File: src/rtl/dml_pkg.sv
package dml_pkg;
  typedef enum logic [1:0] {
    ACT_HOLD = 2'd0,
    ACT_ZERO = 2'd1,
    ACT_ONE  = 2'd2
  } act_e;
endpackage

File: src/rtl/dml_decode.sv
// Per-bit action decode: clear priority, gate, then clear-dominant set/reset.
module dml_decode
  import dml_pkg::*;
(
  input  logic clr_n,
  input  logic gate_n,
  input  logic din,
  input  logic set_n,
  output act_e act
);
  always_comb begin
    if (!clr_n)       act = ACT_ZERO;
    else if (gate_n)  act = ACT_HOLD;
    else if (!din)    act = ACT_ZERO;
    else if (!set_n)  act = ACT_ONE;
    else              act = ACT_HOLD;
  end
endmodule

File: src/rtl/dml_cell.sv
// One storage bit; LATCH_MODE picks a level-sensitive latch or a flop model.
module dml_cell
  import dml_pkg::*;
#(
  parameter bit LATCH_MODE = 1'b0
) (
  input  logic clk,
  input  logic rst,
  input  act_e act,
  output logic q
);
  generate
    if (LATCH_MODE) begin : g_latch
      always_latch begin
        if (rst)                 q = 1'b0;
        else if (act == ACT_ZERO) q = 1'b0;
        else if (act == ACT_ONE)  q = 1'b1;
      end
    end else begin : g_flop
      always_ff @(posedge clk) begin
        if (rst) begin
          q <= 1'b0;
        end else begin
          case (act)
            ACT_ZERO: q <= 1'b0;
            ACT_ONE:  q <= 1'b1;
            default:  q <= q;
          endcase
        end
      end
    end
  endgenerate
endmodule

File: src/rtl/dml_quad.sv
// Quad dual-mode latch: shared gate and clear, per-bit data and set.
module dml_quad
  import dml_pkg::*;
#(
  parameter int WIDTH      = 4,
  parameter bit LATCH_MODE = 1'b0
) (
  input  logic             clk,
  input  logic             rst,
  input  logic             clr_n,
  input  logic             gate_n,
  input  logic [WIDTH-1:0] din,
  input  logic [WIDTH-1:0] set_n,
  output logic [WIDTH-1:0] q
);
  act_e act [WIDTH];

  for (genvar i = 0; i < WIDTH; i++) begin : g_lane
    dml_decode u_dec (
      .clr_n  (clr_n),
      .gate_n (gate_n),
      .din    (din[i]),
      .set_n  (set_n[i]),
      .act    (act[i])
    );
    dml_cell #(.LATCH_MODE(LATCH_MODE)) u_cell (
      .clk (clk),
      .rst (rst),
      .act (act[i]),
      .q   (q[i])
    );
  end
endmodule

File: config.mk
export PLATFORM = sky130hd
export DESIGN_NAME = dml_quad
export DESIGN_NICKNAME = d
export VERILOG_FILES = /design/src/rtl/dml_pkg.sv /design/src/rtl/dml_decode.sv /design/src/rtl/dml_cell.sv /design/src/rtl/dml_quad.sv
export SDC_FILE = /design/constraint.sdc
export NUM_CORES = 1
export LEC_CHECK = 0
export BUFFER_PORTS_ARGS = -buffer_cell sky130_fd_sc_hd__buf_2
export CORE_AREA = 2 2 39 41
export CTS_BUF_LIST = sky130_fd_sc_hd__clkbuf_8
export DETAILED_ROUTE_END_ITERATION = 16
export DIE_AREA = 0 0 41 43
export HOLD_SLACK_MARGIN = 0.15
export PLACE_DENSITY = 0.5
export SETUP_SLACK_MARGIN = 0.2
export SYNTH_ARGS = -nofsm -noshare
export SYNTH_HDL_FRONTEND = slang
export SYNTH_SLANG_ARGS = --single-unit
File: constraint.sdc
create_clock -name clk -period 1.3 [get_ports clk]
set_clock_uncertainty 0.1 [all_clocks]
set_input_delay 0.26 -clock clk [delete_from_list [all_inputs] [get_ports clk]]
set_output_delay 0.26 -clock clk [all_outputs]
set_load 0.05 [all_outputs]
* After elaboration in Yosys (flattened, before gate mapping) *
Cells that the tools add are included.

operators by class
  reduce and logical (&&, ||, !) cells = 4
  mux-type cells = 20
  eq/ne operators = 8

operators by type and width
  kind                                                             count
  2-bit 2-to-1 mux                                                 16
  2-bit by 1-bit == test with 1-bit output, second input constant  4
  2-bit == test, second input constant                             4
  1-bit case mux with 2 select lines                               4
  2-bit nonzero test                                               4

storage, ports and cells
  bits in registers = 4
  output and inout port bits = 4
  logic and storage cells = 36
  input port bits = 12

* Depth between registers and ports, before layout *
  depth after elaboration = 6
  mapped depth = 5
  depth with buffers taken out = 5

* Cells and area by module *
From an unflattened synthesis, not the netlist that was laid out.

second synthesis, totals
  cell total of the unflattened synthesis = 28
  area, all modules = 270.3 um^2

by module, submodules not included
  module      sequential area each (um^2)  cells each  times used  area an instance (um^2)
  dml_cell    20.0                         5           4           50.0
  dml_decode  0.0                          2           4           17.5

* Worst setup path before layout *
Ideal clock, no wire load.

  path kind = input to register
  from = input port gate_n
  to = register g_lane[1].u_cell.q
  slack = 88 ps
  setup time = 114 ps
  stages on the path = 5
  arrival = 998 ps
  required time = 1086 ps
  path buffers = 0
  cell sequence = nand2b_4 -> nor3b_2 -> ha_1 -> mux2i_1 -> nor2_1

on the way
  longest elaborated chain between the ends = 4
  elaborated cells between the ends (all ways) = 6
  classes of those cells = eq/ne: 2; mux: 3; reduce/logical: 1

RTL lines
  element                                                                           RTL line          source
  from (decl)                                                                       dml_quad.sv:11    input logic gate_n,
  2-bit 2-to-1 mux *                                                                dml_decode.sv:13  else if (gate_n) act = ACT_HOLD;
  2-bit 2-to-1 mux *                                                                dml_decode.sv:12  if (!clr_n) act = ACT_ZERO;
  2-bit == test / 2-bit by 1-bit == test with 1-bit output (equally long branches)  dml_cell.sv:24    case (act)
  1-bit case mux with 2 select lines / 2-bit nonzero test (equally long branches)   --
  to (signal assigned)                                                              dml_cell.sv:27    default: q <= q;
  to (decl)                                                                         dml_cell.sv:10    output logic q

Mark *: on every way between the ends. The rest lies on a longest branch, timed or not.
A chain may end at the register's enable or synchronous reset.

* Worst setup path in the final report *
  from = input port gate_n
  to = register g_lane[3].u_cell.q

on the way
  longest elaborated chain between the ends = 4
  elaborated cells between the ends (all ways) = 6
  classes of those cells = eq/ne: 2; mux: 3; reduce/logical: 1

RTL lines
  element                                                                           RTL line
  2-bit 2-to-1 mux *                                                                dml_decode.sv:13
  2-bit 2-to-1 mux *                                                                dml_decode.sv:12
  2-bit == test / 2-bit by 1-bit == test with 1-bit output (equally long branches)  dml_cell.sv:24
  1-bit case mux with 2 select lines / 2-bit nonzero test (equally long branches)   --
  to (signal assigned)                                                              dml_cell.sv:27
  to (decl)                                                                         dml_cell.sv:10

Marks and branches as above.

==> impl_metrics.toml <==
[worst_setup_path]
r2r-end = "g_lane[1].u_cell.q$_SDFFE_PP0P_"
rr_startpoint = "g_lane[1].u_cell.q$_SDFFE_PP0P_"
end_kind = "flip-flop"
reg2reg_depth = 2
path_cells = "buf_8 > nand2b_4 > nor3b_2 > ha_1 > mux2i_1 > nor2_1"
critPathArrivalTime_ns = 1.17
cp_slowest_stage_delay_ns = 0.25
cp_slowest_cell = "ha_1"
r2r_setup_slack_ns = 0.58
start_kind = "input port"
crit_type = "in -> reg"
cp_max_fo = 5
crit_required_ns = 1.30

[placement]
dpl_worst_slack_ns = -0.0989
place_area_um2 = 374
dp.cells = 56
portBuffers = 15
gp_congestion = 0.541
dp.final_hpwl_um = 454

[global_routing]
grt_pass1_wl_um = 814
grtUsageTotal = 0.0693
first_global_vias = 223
grt-ovfl-total = 0
grt_max_degree = 6
antenna_found_initial = 0

[min_path]
hold_end = "g_lane[1].u_cell.q$_SDFFE_PP0P_"
hold_class = "in -> reg"
min_path_cells = 2
hold_start = "rst"

[power_and_ir_drop]
pwr_density_cell_nw_per_um2 = 984
peakVddDrop_mv = 0.477
p_leak_uw = 0.000215

[sta]
rsz0062_at_grt = "true"
finalSetupTns_ns = 0
drv_slew = 0
finalCritPeriodShare = 0.897
fmax_ghz = 0.857
tightest_slew_ns = 0.146
setup_slack_ns = 0.133
relSlewSlack = 0.900
hold_viol = 0
layout_min_cycle_time_ns = 1.17
setup_viol = 0

[logic_synthesis]
netlist_area_um2 = 309
yosysTopAreaCell = "dfxtp_1"
synth-seq-cells = 4
syn_nets = 45
netlist_top_cells_area = "dfxtp_1, ha_1, nor3b_2, mux2i_1, buf_4"
ys_warn_count = 0
synthCells = 29
netlist.area_leader.share = 0.259
ys.flop_type = "dfxtp_1"
ys_types = 8
synth_area_per_cell_um2 = 10.7
yosysSeqAreaShare = 0.259
synthArstFlopShare = 0
synth-edff-count = 0

[finish]
top_register = "g_lane.u_cell.q"
nFillCells = 148
drive_above_1_share = 0.558
final_cells = 59
area_growth_pct = 46.2
regArea_um2 = 81.3
nets = 61
n_antenna_cell = 0
final_util = 0.326
finish.instance_area_um2 = 452
largest_reg_flops = 4
largestRegisters = "g_lane.u_cell.q: 4 flops"
multi_input_area_um2 = 199

[drt]
routed-wl-met2_um = 203
m1WireLength_um = 270
ant_nets = 0
wirelength_um = 543
top_layer = "met3"
drcViolationCount = 0
vias_per_cell = 3.90
avgRoutedWirePerCell_um = 9.20
drt_iter0_markers = 1
wl_met3_um = 69
vias = 230
firstDrtPassIters = 2

[clock_tree]
clk_pin_slew_ns = 0.03
clk_latency_ns = 0.21
post_cts_buffers = 0
numCtsBuffers = 3
htreeDepth = 1
clock-sinks = 4
cts_tree = "done"
clockBufferDepth = 2
cts_root_buffer = "clkbuf_8"
holdBufCountCts = 0

[floorplan]
pin_count = 16
fp.dieW_um = 41
initial_core_util = 0.223
rows = 14
core_um2 = 1380
dieArea_um2 = 1760
die_y_um = 43

[job]
drv_cap = 0

[outcome]
status = "complete, no violations"
==> how the worst max path moves through the flow <==
stage,start,end,slack [ns],depth (start not counted)
after floorplan,gate_n,g_lane[1].u_cell.q$_SDFFE_PP0P_,0.10,5
after global placement,gate_n,g_lane[3].u_cell.q$_SDFFE_PP0P_,-0.09,6
after detailed placement,gate_n,g_lane[1].u_cell.q$_SDFFE_PP0P_,-0.1,6
after CTS,gate_n,g_lane[1].u_cell.q$_SDFFE_PP0P_,0.13,6
after global routing,gate_n,g_lane[0].u_cell.q$_SDFFE_PP0P_,0.07,6
final,gate_n,g_lane[3].u_cell.q$_SDFFE_PP0P_,0.13,6
==> power breakdown <==
group / internal [µW] / total (µW) / switching, µW
sequential: 125 / 125 / 0.640
combinational: 37.5 / 65.9 / 28.4
clock: 197 / 253 / 56.3
==> cell type report <==
| cell class | instances | area share |
|---|---|---|
| Timing Repair Buffer | 15 | 0.244 |
| Clock buffer | 3 | 0.0914 |
| Tap cell | 16 | 0.0443 |
| Multi-Input combinational cell | 21 | 0.440 |
| Sequential cell | 4 | 0.180 |
==> timing repair <==
item / CTS / global route
resized for setup: 8 / 4
gates cloned: 0 / 0
pin swaps: 5 / 0
setup endpoints to repair: 8 / 7
hold endpoints to repair: 0 / 0
==> critical path: cells and delay by family <==
family	cells	cell delay [ns]
fa+ha+maj	1	0.25
buf+inv	1	0.10
mux	1	0.17
simple gates	3	0.38
==> layout by cell type, fill, tap and decap left out, drive strengths merged <==
cell	synthesis	final
nor2	4	4
clkbuf	0	3
ha	4	4
mux2i	4	4
nor3b	4	4
buf	4	15
nand2b	1	1
o21a	4	4
dfxtp	4	4
==> cell families after synthesis <==
| group | synth area share |
|---|---|
| fa+ha+maj | 0.162 |
| simple gates | 0.255 |
| flops | 0.259 |
| compound gates | 0.0972 |
| buf+inv | 0.0972 |
| mux | 0.130 |
==> per-layer routing <==
metal | GRT usage | vias up
li1 | - | 127
met1 | 0.100 | 90
met2 | 0.0813 | 13
met3 | 0.0157 | 0
met4 | 0.0600 | 0
met5 | 0 | -
==> metrics by stage <==
| step | hold WS (ns) | total power, µW |
|---|---|---|
| 2_1_floorplan | 0.232 | 163 |
| 3_3_place_gp | 0.378 | 189 |
| 3_5_place_dp | 0.382 | 189 |
| 4_1_cts | 0.150 | 455 |
| 5_1_grt | 0.170 | 466 |
| 6_report | 0.154 | 444 |
No activity file was read; power rests on OpenSTA's default activity.
